File: src/rtl/tcl_pkg.sv
// Shared types for the task configuration record loader.
// Assumes: nothing beyond IEEE 1800-2017.
package tcl_pkg;

    // Sequencer control states
    typedef enum logic [2:0] {
        S_IDLE, S_RD, S_WT, S_SEND, S_GATH, S_DONE
    } ld_state_t;

    // Which record field the next returned word belongs to
    typedef enum logic [3:0] {
        P_LEN, P_PTR, P_SIZE, P_TIME, P_KIND, P_CFG,
        P_NUM, P_PAIR, P_PLEN, P_PCFG
    } ld_phase_t;

    // Estimator states
    typedef enum logic [1:0] {
        E_IDLE, E_DIV, E_FIX, E_MUL
    } est_state_t;

endpackage

File: src/rtl/tcl_est.sv
// Execution-time estimator: cycles = utime * ceil(elem / UNIT).
// A restoring divider (DW steps) feeds a shift-add multiplier (DW steps).
// Assumes: UNIT >= 1, go never coincides with clr, elem latched on clr.
module tcl_est #(
    parameter int DW   = 32,
    parameter int UNIT = 100
) (
    input  logic          clk,
    input  logic          rst_n,
    input  logic          clr,
    input  logic [DW-1:0] elem_in,
    input  logic          go,
    input  logic [DW-1:0] unit_time,
    output logic          est_valid,
    output logic [2*DW-1:0] est_cycles
);
    import tcl_pkg::*;

    localparam int TW = $clog2(DW);
    localparam logic [DW:0] UNIT_W = (DW+1)'(UNIT);

    est_state_t      st;
    logic [DW-1:0]   elem_q, quo, rem, mplier;
    logic [2*DW-1:0] mcand, acc;
    logic [TW-1:0]   step;
    logic [DW:0]     rem_sh, rem_dif;
    logic            fits;

    // Divider datapath: shift in next dividend bit and trial-subtract
    always_comb begin
        rem_sh  = {rem, quo[DW-1]};
        rem_dif = rem_sh - UNIT_W;
        fits    = (rem_sh >= UNIT_W);
    end

    // Divide, round up, then multiply
    always_ff @(posedge clk) begin
        if (!rst_n) begin
            st <= E_IDLE; elem_q <= '0; quo <= '0; rem <= '0; mplier <= '0;
            mcand <= '0; acc <= '0; step <= '0; est_valid <= 1'b0;
        end else if (clr) begin
            st <= E_IDLE; elem_q <= elem_in; est_valid <= 1'b0;
        end else begin
            case (st)
                E_IDLE: if (go) begin
                    quo <= elem_q; rem <= '0; step <= '0; est_valid <= 1'b0;
                    mcand <= {{DW{1'b0}}, unit_time}; st <= E_DIV;
                end
                E_DIV: begin
                    rem  <= fits ? rem_dif[DW-1:0] : rem_sh[DW-1:0];
                    quo  <= {quo[DW-2:0], fits};
                    step <= step + 1'b1;
                    if (step == TW'(DW-1)) st <= E_FIX;
                end
                E_FIX: begin
                    mplier <= quo + DW'(rem != '0);
                    acc <= '0; step <= '0; st <= E_MUL;
                end
                E_MUL: begin
                    if (mplier[0]) acc <= acc + mcand;
                    mcand  <= mcand << 1;
                    mplier <= mplier >> 1;
                    step   <= step + 1'b1;
                    if (step == TW'(DW-1)) begin
                        est_valid <= 1'b1; st <= E_IDLE;
                    end
                end
                default: st <= E_IDLE;
            endcase
        end
    end

    assign est_cycles = acc;
endmodule

File: src/rtl/tcl_pbank.sv
// Parameter slot bank: holds width, exchange index and fetched value per slot.
// Assumes: writes addressed by slot number; bank cleared on an accepted start.
module tcl_pbank #(
    parameter int DW   = 32,
    parameter int MAXP = 8,
    parameter int SW   = 3
) (
    input  logic              clk,
    input  logic              rst_n,
    input  logic              clr,
    input  logic              pair_we,
    input  logic [SW-1:0]     pair_sel,
    input  logic [15:0]       pair_word,
    input  logic              val_we,
    input  logic [SW-1:0]     val_sel,
    input  logic [DW-1:0]     val_data,
    input  logic [SW-1:0]     rd_sel,
    output logic [7:0]        rd_idx,
    output logic [8*MAXP-1:0] prm_width,
    output logic [DW*MAXP-1:0] prm_value
);
    logic [7:0] idx_a [MAXP];

    for (genvar k = 0; k < MAXP; k++) begin : g_slot
        logic [7:0]    wid_q, idx_q;
        logic [DW-1:0] val_q;

        // Slot k descriptor and value registers
        always_ff @(posedge clk) begin
            if (!rst_n || clr) begin
                wid_q <= '0; idx_q <= '0; val_q <= '0;
            end else begin
                if (pair_we && pair_sel == SW'(k)) begin
                    wid_q <= pair_word[15:8];
                    idx_q <= pair_word[7:0];
                end
                if (val_we && val_sel == SW'(k)) val_q <= val_data;
            end
        end

        assign idx_a[k] = idx_q;
        assign prm_width[8*k +: 8]  = wid_q;
        assign prm_value[DW*k +: DW] = val_q;
    end

    assign rd_idx = idx_a[rd_sel];
endmodule

File: src/rtl/tcl_seq.sv
// Record walker: issues one memory read at a time, decodes each word by phase,
// streams configuration words with valid/ready and gathers exchange values.
// Assumes: memory returns data exactly one cycle after mem_rd_en.
module tcl_seq #(
    parameter int AW   = 8,
    parameter int DW   = 32,
    parameter int MAXP = 8,
    parameter int SW   = 3,
    parameter int CNW  = 4
) (
    input  logic           clk,
    input  logic           rst_n,
    input  logic           start,
    input  logic [AW-1:0]  base_addr,
    output logic           mem_rd_en,
    output logic [AW-1:0]  mem_addr,
    input  logic [DW-1:0]  mem_rdata,
    input  logic [DW-1:0]  xreg_data,
    output logic           cfg_valid,
    input  logic           cfg_ready,
    output logic [DW-1:0]  cfg_data,
    output logic           cfg_param,
    output logic           busy,
    output logic           done,
    output logic           err,
    output logic [DW-1:0]  desc_param_ptr,
    output logic [15:0]    desc_width,
    output logic [15:0]    desc_height,
    output logic [DW-1:0]  desc_unit_time,
    output logic           desc_micro,
    output logic [CNW-1:0] prm_count,
    output logic           est_go,
    output logic           est_clr,
    output logic           pair_we,
    output logic           val_we,
    output logic [SW-1:0]  slot,
    output logic [15:0]    pair_word,
    output logic [DW-1:0]  val_data
);
    import tcl_pkg::*;

    ld_state_t     state;
    ld_phase_t     phase;
    logic [AW-1:0] addr;
    logic [DW-1:0] cnt, data_q;

    // Main walker: field decode, stream bound and parameter gathering
    always_ff @(posedge clk) begin
        if (!rst_n) begin
            state <= S_IDLE; phase <= P_LEN; addr <= '0; cnt <= '0;
            data_q <= '0; err <= 1'b0; desc_param_ptr <= '0;
            desc_width <= '0; desc_height <= '0; desc_unit_time <= '0;
            desc_micro <= 1'b0; prm_count <= '0; slot <= '0;
        end else begin
            case (state)
                S_IDLE: if (start) begin
                    addr <= base_addr; phase <= P_LEN; err <= 1'b0;
                    prm_count <= '0; desc_micro <= 1'b0; state <= S_RD;
                end
                S_RD: state <= S_WT;
                S_WT: begin
                    addr <= addr + 1'b1;
                    state <= S_RD;
                    case (phase)
                        P_LEN: if (mem_rdata == '0) begin
                            err <= 1'b1; state <= S_DONE;
                        end else begin
                            cnt <= mem_rdata; phase <= P_PTR;
                        end
                        P_PTR: begin desc_param_ptr <= mem_rdata; phase <= P_SIZE; end
                        P_SIZE: begin
                            desc_width  <= mem_rdata[15:0];
                            desc_height <= mem_rdata[31:16];
                            phase <= P_TIME;
                        end
                        P_TIME: begin desc_unit_time <= mem_rdata; phase <= P_KIND; end
                        P_KIND: begin desc_micro <= mem_rdata[0]; phase <= P_CFG; end
                        P_CFG, P_PCFG: begin data_q <= mem_rdata; state <= S_SEND; end
                        P_NUM: if (mem_rdata > DW'(MAXP)) begin
                            err <= 1'b1; state <= S_DONE;
                        end else if (mem_rdata == '0) begin
                            phase <= P_PLEN;
                        end else begin
                            prm_count <= mem_rdata[CNW-1:0]; cnt <= mem_rdata;
                            slot <= '0; phase <= P_PAIR;
                        end
                        P_PAIR: begin
                            cnt <= cnt - 1'b1;
                            if (cnt == DW'(1)) begin
                                slot <= '0; state <= S_GATH;
                            end else begin
                                slot <= slot + 1'b1;
                            end
                        end
                        P_PLEN: if (mem_rdata == '0) begin
                            state <= S_DONE;
                        end else begin
                            cnt <= mem_rdata; phase <= P_PCFG;
                        end
                        default: state <= S_DONE;
                    endcase
                end
                S_SEND: if (cfg_ready) begin
                    cnt <= cnt - 1'b1;
                    if (cnt != DW'(1))                state <= S_RD;
                    else if (phase == P_CFG && desc_micro) begin
                        phase <= P_NUM; state <= S_RD;
                    end else                          state <= S_DONE;
                end
                S_GATH: begin
                    slot <= slot + 1'b1;
                    if (CNW'(slot) == prm_count - CNW'(1)) begin
                        phase <= P_PLEN; state <= S_RD;
                    end
                end
                S_DONE: state <= S_IDLE;
                default: state <= S_IDLE;
            endcase
        end
    end

    // Decoded strobes and stream outputs
    always_comb begin
        mem_rd_en = (state == S_RD);
        mem_addr  = addr;
        cfg_valid = (state == S_SEND);
        cfg_data  = data_q;
        cfg_param = (phase == P_PCFG);
        busy      = (state != S_IDLE);
        done      = (state == S_DONE);
        est_go    = (state == S_WT) && (phase == P_TIME);
        est_clr   = (state == S_IDLE) && start;
        pair_we   = (state == S_WT) && (phase == P_PAIR);
        pair_word = mem_rdata[15:0];
        val_we    = (state == S_GATH);
        val_data  = xreg_data;
    end
endmodule

File: src/rtl/tcl_loader.sv
// Top: task configuration record loader. Ties the walker, parameter bank
// and run-time estimator together.
// Assumes: 1-cycle read-latency memory, combinational exchange-register read.
module tcl_loader #(
    parameter int AW   = 8,
    parameter int DW   = 32,
    parameter int MAXP = 8,
    parameter int UNIT = 100
) (
    input  logic                clk,
    input  logic                rst_n,
    input  logic                start,
    input  logic [AW-1:0]       base_addr,
    input  logic [DW-1:0]       elem_count,
    output logic                mem_rd_en,
    output logic [AW-1:0]       mem_addr,
    input  logic [DW-1:0]       mem_rdata,
    output logic [7:0]          xreg_sel,
    input  logic [DW-1:0]       xreg_data,
    output logic                cfg_valid,
    input  logic                cfg_ready,
    output logic [DW-1:0]       cfg_data,
    output logic                cfg_param,
    output logic                busy,
    output logic                done,
    output logic                err,
    output logic [DW-1:0]       desc_param_ptr,
    output logic [15:0]         desc_width,
    output logic [15:0]         desc_height,
    output logic [DW-1:0]       desc_unit_time,
    output logic                desc_micro,
    output logic [$clog2(MAXP+1)-1:0] prm_count,
    output logic [8*MAXP-1:0]   prm_width,
    output logic [DW*MAXP-1:0]  prm_value,
    output logic                est_valid,
    output logic [2*DW-1:0]     est_cycles
);
    localparam int SW  = (MAXP > 1) ? $clog2(MAXP) : 1;
    localparam int CNW = $clog2(MAXP+1);

    logic          est_go, est_clr, pair_we, val_we;
    logic [SW-1:0] slot;
    logic [15:0]   pair_word;
    logic [DW-1:0] val_data;

    tcl_seq #(.AW(AW), .DW(DW), .MAXP(MAXP), .SW(SW), .CNW(CNW)) u_seq (
        .clk(clk), .rst_n(rst_n), .start(start), .base_addr(base_addr),
        .mem_rd_en(mem_rd_en), .mem_addr(mem_addr), .mem_rdata(mem_rdata),
        .xreg_data(xreg_data), .cfg_valid(cfg_valid), .cfg_ready(cfg_ready),
        .cfg_data(cfg_data), .cfg_param(cfg_param), .busy(busy), .done(done),
        .err(err), .desc_param_ptr(desc_param_ptr), .desc_width(desc_width),
        .desc_height(desc_height), .desc_unit_time(desc_unit_time),
        .desc_micro(desc_micro), .prm_count(prm_count), .est_go(est_go),
        .est_clr(est_clr), .pair_we(pair_we), .val_we(val_we), .slot(slot),
        .pair_word(pair_word), .val_data(val_data)
    );

    tcl_pbank #(.DW(DW), .MAXP(MAXP), .SW(SW)) u_bank (
        .clk(clk), .rst_n(rst_n), .clr(est_clr),
        .pair_we(pair_we), .pair_sel(slot), .pair_word(pair_word),
        .val_we(val_we), .val_sel(slot), .val_data(val_data),
        .rd_sel(slot), .rd_idx(xreg_sel),
        .prm_width(prm_width), .prm_value(prm_value)
    );

    tcl_est #(.DW(DW), .UNIT(UNIT)) u_est (
        .clk(clk), .rst_n(rst_n), .clr(est_clr), .elem_in(elem_count),
        .go(est_go), .unit_time(mem_rdata),
        .est_valid(est_valid), .est_cycles(est_cycles)
    );
endmodule

File: config.mk
export PLATFORM = sky130hd
export DESIGN_NAME = tcl_loader
export DESIGN_NICKNAME = d
export VERILOG_FILES = /design/src/rtl/tcl_pkg.sv /design/src/rtl/tcl_est.sv /design/src/rtl/tcl_pbank.sv /design/src/rtl/tcl_seq.sv /design/src/rtl/tcl_loader.sv
export SDC_FILE = /design/constraint.sdc
export NUM_CORES = 2
export LEC_CHECK = 0
export ABC_AREA = 1
export BUFFER_PORTS_ARGS = -buffer_cell sky130_fd_sc_hd__buf_2
export CORE_MARGIN = 2
export CORE_UTILIZATION = 50
export CTS_CLUSTER_DIAMETER = 30
export DETAILED_ROUTE_END_ITERATION = 7
export PLACE_DENSITY = 0.72
export SYNTH_ARGS = -nofsm -noshare
export SYNTH_HDL_FRONTEND = slang
export SYNTH_SLANG_ARGS = --single-unit
File: constraint.sdc
create_clock -name clk -period 4.57 [get_ports clk]
set_input_delay 0.457 -clock clk [delete_from_list [all_inputs] [get_ports clk]]
set_output_delay 0.457 -clock clk [all_outputs]
set_load 0.02 [all_outputs]
; ---- Yosys cells after proc, flatten, opt, wreduce, memory -nomap -nowiden
; Cells that the tools add are included.
[totals]
inputBits = 108
reg_bits = 832
word_cells = 237
output_inout_bits = 540
[classes]
n_bitwise = 3
n_eq_ne = 51
muxes = 66
magnitude_cmp = 3
addsub = 8
n_reduce_logical = 60
[op_table]
columns = cell, n
row1 = 32-bit case mux with 2 select lines, 4
row2 = 64-bit case mux with 2 select lines, 2
row3 = 32-bit two-way mux, 6
row4 = 64-bit two-way mux, 2
row5 = 32-bit case mux with 3 select lines, 1
row6 = 64-bit adder, 1
row7 = 4-bit two-way mux, 12
row8 = "33-bit by 7-bit >= comparator with 1-bit output, second input constant", 1
row9 = 3-bit two-way mux, 11
row10 = 32-bit by 1-bit adder with 32-bit output, 1
row11 = "32-bit by 1-bit == test with 1-bit output, second input constant", 1
row12 = "32-bit by 4-bit > comparator with 1-bit output, second input constant", 1
row13 = 32-bit logical NOT, 1
row14 = "32-bit by 1-bit != test with 1-bit output, second input constant", 1
row15 = 32-bit nonzero test, 1
row16 = "32-bit by 1-bit subtractor with 32-bit output, second input constant", 1
row17 = "32-bit by 7-bit subtractor with 32-bit output, second input constant", 1
row18 = 3-bit case mux with 5 select lines, 2
row19 = 4-bit case mux with 7 select lines, 1
row20 = 8-bit binary-select mux with 3-bit select, 1
row21 = 8-bit two-way mux, 3
row22 = 3-bit AND reduction, 7
row23 = 1-bit logical AND, 20
row24 = "3-bit == test, second input constant", 6
row25 = 47 further kinds, 103

; ---- Longest topological paths before layout
[logic_depth]
depth_word = 6
ltp_mapped = 20
ltp_nobuf = 20

; ---- By module
; A second synthesis with hierarchy kept.
[hier_totals]
cells_unflattened = 6105
area_unflattened_um2 = 40697.8
[by_module_without_submodules]
columns = module, area_per_inst_um2, n_inst, cells_each
row1 = tcl_est, 17614.4, 1, 2915
row2 = tcl_pbank, 14184.9, 1, 1912
row3 = tcl_seq, 8898.5, 1, 1278

; ---- Worst setup path before layout
; Ideal clock, no wire load.
[synth_path]
kind = flip-flop to flip-flop
start = reg u_est.rem[6]
end = reg u_est.mplier[22]
path_buffers = 1
setup_slack_ns = 1.996
stages_incl_launch_ff = 20
arrival_time_ns = 2.442
path_cell_list = dfxtp_1 -> clkbuf_1 -> nor2_1 -> nand3_1 -> nor4_1 -> nand2_1 -> ha_1 -> ha_1 -> nand3_1 -> inv_1 -> nand2_1 -> nor2_1 -> nand2_1 -> inv_1 -> nand3_1 -> nor2_1 -> nand2_1 -> nand2_1 -> o21ai_0 -> a21oi_1
[synth_via]
elab_chain_cells = 3
[synth_rtl]
columns = item, line_no
row1 = "start, declared", tcl_est.sv:23  ; logic [DW-1:0] elem_q, quo, rem, mplier;
row2 = "start signal, assigned", tcl_est.sv:50  ; rem <= fits ? rem_dif[DW-1:0] : rem_sh[DW-1:0];
row3 = 32-bit nonzero test, tcl_est.sv:56  ; mplier <= quo + DW'(rem != '0);
row4 = 32-bit by 1-bit adder with 32-bit output, tcl_est.sv:56
row5 = 32-bit case mux with 2 select lines, tcl_est.sv:44  ; case (st)
row6 = "end signal, assigned", tcl_est.sv:56
row7 = "end signal, assigned", tcl_est.sv:62  ; mplier <= mplier >> 1;
row8 = "end, declared", tcl_est.sv:23
; Every way passes these cells.
; A chain may end at the register's enable or synchronous reset.

; ---- Worst setup path after layout
[layout_path]
start = reg u_seq.slot[0]
end = reg u_bank.g_slot[1].val_q[6]
[layout_via]
elab_chain_cells = 2
[layout_rtl]
columns = item, line_no
row1 = "start, declared", tcl_seq.sv:36  ; output logic [SW-1:0] slot,
row2 = "start signal, assigned", tcl_seq.sv:92  ; slot <= slot + 1'b1;
row3 = "start signal, assigned", tcl_seq.sv:111  ; slot <= slot + 1'b1;
row4 = 3-bit by 1-bit == test with 1-bit output, tcl_pbank.sv:37  ; if (val_we && val_sel == SW'(k)) val_q <= val_data;
row5 = 1-bit logical AND, tcl_pbank.sv:37
row6 = "end signal, assigned", tcl_pbank.sv:37
row7 = "end, declared", tcl_pbank.sv:26  ; logic [DW-1:0] val_q;
; Every way passes these cells.

==> flow_metrics.py <==
metrics = {
    "logic_synthesis": {
        "yosys_register_bits": 832,
        "yosysTopAreaCellShare_pct": 41.7,
        "synth_edf_count": 0,
        "synth_common_cells": "nand2_1, dfxtp_1, a21oi_1, nor2_1, inv_1",
        "syn_area_per_cell_sq_um": 6.71,
        "synth.most_common_cell": "nand2_1",
        "synthCells": 5955,
        "async_flop_share_pct": 0,
        "synth_cell_types": 53,
        "yosys_warnings": 0,
        "yosysTopAreaCell": "dfxtp_1",
        "syn_area_sq_mm": 0.0400,
        "synth_area_leaders": "dfxtp_1, nand2_1, a21oi_1",
        "ys_seq_area_share_pct": 41.7,
        "synth_nets": 6147,
        "synth_flop_cell": "dfxtp_1",
    },
    "setup_path": {
        "reg2regPathDepth": 9,
        "cp-startpoint": "u_seq.slot[0]$_SDFFE_PN0P_",
        "r2r_end": "u_bank.g_slot[1].val_q[6]$_SDFFE_PP0P_",
        "worstReg2RegStart": "u_seq.slot[0]$_SDFFE_PN0P_",
        "cp_top_family": "buffers and inverters",
        "rrSetupSlack_ps": 1370,
        "path_buf_inv": 4,
        "critPathRequiredTime_ps": 5250,
        "cp_max_fo": 34,
        "slowest_stage": "inv_1",
        "max_stage_delay_ps": 830,
        "critPathArrivalTime_ps": 3880,
        "critPathKind": "flop to flop",
        "critical_path.endpoint_type": "flop",
        "crit_path_start_kind": "flop",
        "path_cells": "buf_4 -> ha_1 -> inv_1 -> nor2_1 -> nand2_1 -> buf_4 -> inv_1 -> nand2_1 -> a21oi_1",
    },
    "floorplan": {
        "dieHeight_um": 287,
        "initial_core_util_pct": 50.5,
        "design.die.area_sq_mm": 0.0822,
        "num_rows": 103,
        "coreArea_sq_mm": 0.0791,
        "ios": 648,
        "die_w_um": 287,
    },
    "worst_hold_path": {
        "min_from": "xreg_data[22]",
        "min_path_type": "input port to flop",
        "holdPathStages": 3,
        "min_to": "u_bank.g_slot[2].val_q[22]$_SDFFE_PP0P_",
    },
    "route": {
        "ant_nets": 0,
        "routed_via_density": 5.55,
        "first_iter_violations": 4015,
        "vias": 42600,
        "drt-pass1-iter-count": 6,
        "routed_wl_mm": 152,
        "drc_errors": 0,
        "drt-wirelength-per-cell_um": 19.8,
    },
    "cts": {
        "cts_root_buffer": "clkbuf_16",
        "cts_tree": "built",
        "clkTransAtPathRegs_ps": 50,
        "cts-buffers-inserted": 164,
        "clk_latency_ps": 800,
        "htreeDepth": 4,
        "clockBufferDepth": 3,
        "cts.sinks": 832,
    },
    "run_status": {
        "status": "complete, no violations",
    },
    "layout": {
        "syn_to_final_growth_pct": 24.4,
        "n_fill_cell": 7321,
        "fin_nets": 6675,
        "final_area_sq_mm": 0.0498,
        "utilization_pct": 62.9,
        "drive_above_1_share_pct": 16.1,
    },
    "timing": {
        "fin_crit_sh_pct": 70.0,
        "worst_pin_slew_ps": 1230,
        "fmax_mhz": 313,
        "final.min_clock_period_ps": 3200,
        "finalHoldViolCount": 0,
        "report.final.slew_viol_count": 0,
        "clock-skew-final_ps": 87.9,
        "rsz0062_at_grt": "false",
        "maxSlewHeadroom_pct": 17.7,
        "fin_setup_tns_ps": 0,
        "setup_viol": 0,
    },
    "grt": {
        "use_met1_pct": 45.3,
        "busiest_layer": "met2",
        "grt_use_met3_pct": 7.83,
        "first_global_vias": 39600,
        "grt_pass1_wl_mm": 229,
        "grt.overflow.total": 0,
        "use_met2_pct": 56.1,
        "grt.total_usage_pct": 35.4,
        "antenna_found_initial": 1,
        "grt_max_degree": 249,
    },
    "power_and_ir_drop": {
        "leakage_uw": 0.0223,
        "ir_drop_uv": 410,
        "power_uw": 23100,
        "power_density_mw_per_mm2": 464,
    },
    "placed_design": {
        "dp_hpwl_mm": 106,
        "finalWeightedCongestion": 0.995,
        "placedInstanceArea_sq_mm": 0.0434,
        "numPortBuffers": 647,
    },
    "job": {
        "maxCapViolCount": 0,
    },
}
how the worst max path moves through the flow:
stage                                                    endpoint  slack, ps  cells after the start
after CTS                  u_bank.g_slot[1].val_q[6]$_SDFFE_PP0P_       1410                      9
after global routing      u_bank.g_slot[1].val_q[12]$_SDFFE_PP0P_       1130                      9
final                      u_bank.g_slot[1].val_q[6]$_SDFFE_PP0P_       1370                      9
after floorplan                     u_est.mplier[22]$_SDFFE_PN0P_       2000                     19
after detailed placement   u_bank.g_slot[1].val_q[6]$_SDFFE_PP0P_       1420                      9
after global placement     u_bank.g_slot[1].val_q[8]$_SDFFE_PP0P_       1530                      9
cell families after synthesis:
group / after synthesis / share of synthesized area [%]
buffers and inverters: 891 / 8.87
adders and majority gates: 84 / 2.65
DFF: 832 / 41.7
AOI/OAI and AO/OA: 1285 / 16.7
and+or+nand+nor: 2805 / 28.9
xor gates and xnor gates: 58 / 1.27
placed cells by master, fill, tap and decap left out, types with 8 or more instances in the layout:
cell,netlist,final
a21oi_1,760,760
a31oi_1,78,78
buf_2,76,646
buf_4,9,46
bufinv_16,0,24
clkbuf_1,230,11
clkbuf_16,0,165
clkbuf_8,0,17
clkinv_16,0,12
clkinv_2,0,32
clkinvlp_4,0,15
dfxtp_1,832,832
dlygate4sd3_1,0,35
ha_1,83,80
inv_1,500,498
inv_2,17,18
inv_6,0,13
nand2_1,1623,1621
nand3_1,498,498
nand3b_1,9,9
nand4_1,28,28
nor2_1,532,528
nor2_4,4,8
nor3_1,53,53
o211ai_1,14,14
o21ai_0,364,364
o21ai_1,32,32
or2_2,27,27
xnor2_1,24,24
xor2_1,34,34
metrics by stage:
| step | hold WS (ps) | std cells | setup slack, ps |
|---|---|---|---|
| 6_report | 34.0 | 7668 | 1370 |
| 5_1_grt | 35.7 | 7667 | 1130 |
| 4_1_cts | 0.339 | 7667 | 1410 |
| 3_5_place_dp | 446 | 7332 | 1420 |
| 3_3_place_gp | 441 | 7332 | 1530 |
| 2_1_floorplan | 429 | 5955 | 2000 |
worst reg2reg max path, stage by stage (launching register included):
cell and delay (ps):
dfxtp_1 390, buf_4 340, ha_1 230, inv_1 40, nor2_1 590, nand2_1 130
buf_4 280, inv_1 830, nand2_1 140, a21oi_1 200
layer usage:
metal  wire length, um  vias to the layer above
met3             14100                      443
met5                 0                        -
met2             67700                     2006
met1             62000                    19700
li1                  -                    20400
met4              8150                        0
area by class of cell:
class	count	area [sq um]	share of cell area, %
flip-flops and latches	832	16700	33.5
diodes	1	2.50	0.00503
well taps	1050	1310	2.64
repair buffers	729	3960	7.96
inverters	524	1970	3.96
clock buffers	193	4400	8.85
clock inverters	107	1590	3.20
multi-input cells	4232	19800	39.9
registers in the layout, indices dropped and copies added, names as in the netlist, 2 cells and up:
name	cells
u_seq.phase	4
u_seq.prm_count	4
u_est.elem_q	32
u_seq.cnt	32
u_seq.mem_addr	8
u_seq.slot	3
u_est.est_cycles	64
u_seq.desc_param_ptr	32
u_seq.cfg_data	32
u_bank.g_slot.wid_q	64
u_est.quo	32
u_seq.state	3
u_seq.desc_width	16
u_bank.g_slot.idx_q	64
u_est.rem	32
u_seq.desc_unit_time	32
u_bank.g_slot.val_q	256
u_est.mcand	64
u_est.step	5
u_seq.desc_height	16
u_est.st	2
u_est.mplier	32
where the power goes:
group | switching (uW) | internal, uW
logic | 1750 | 680
registers | 331 | 7550
clock network | 4400 | 8360
total | 6480 | 16600
repair_timing:
| item | 4_1_cts | 5_1_grt |
|---|---|---|
| endpoints found under the setup margin | 0 | 0 |
| hold buffers | 35 | 0 |
| setup buffers | 0 | 0 |
| resized for setup | 0 | 0 |
| endpoints found under the hold margin | 36 | 0 |
(Power assumes the default switching activity.)
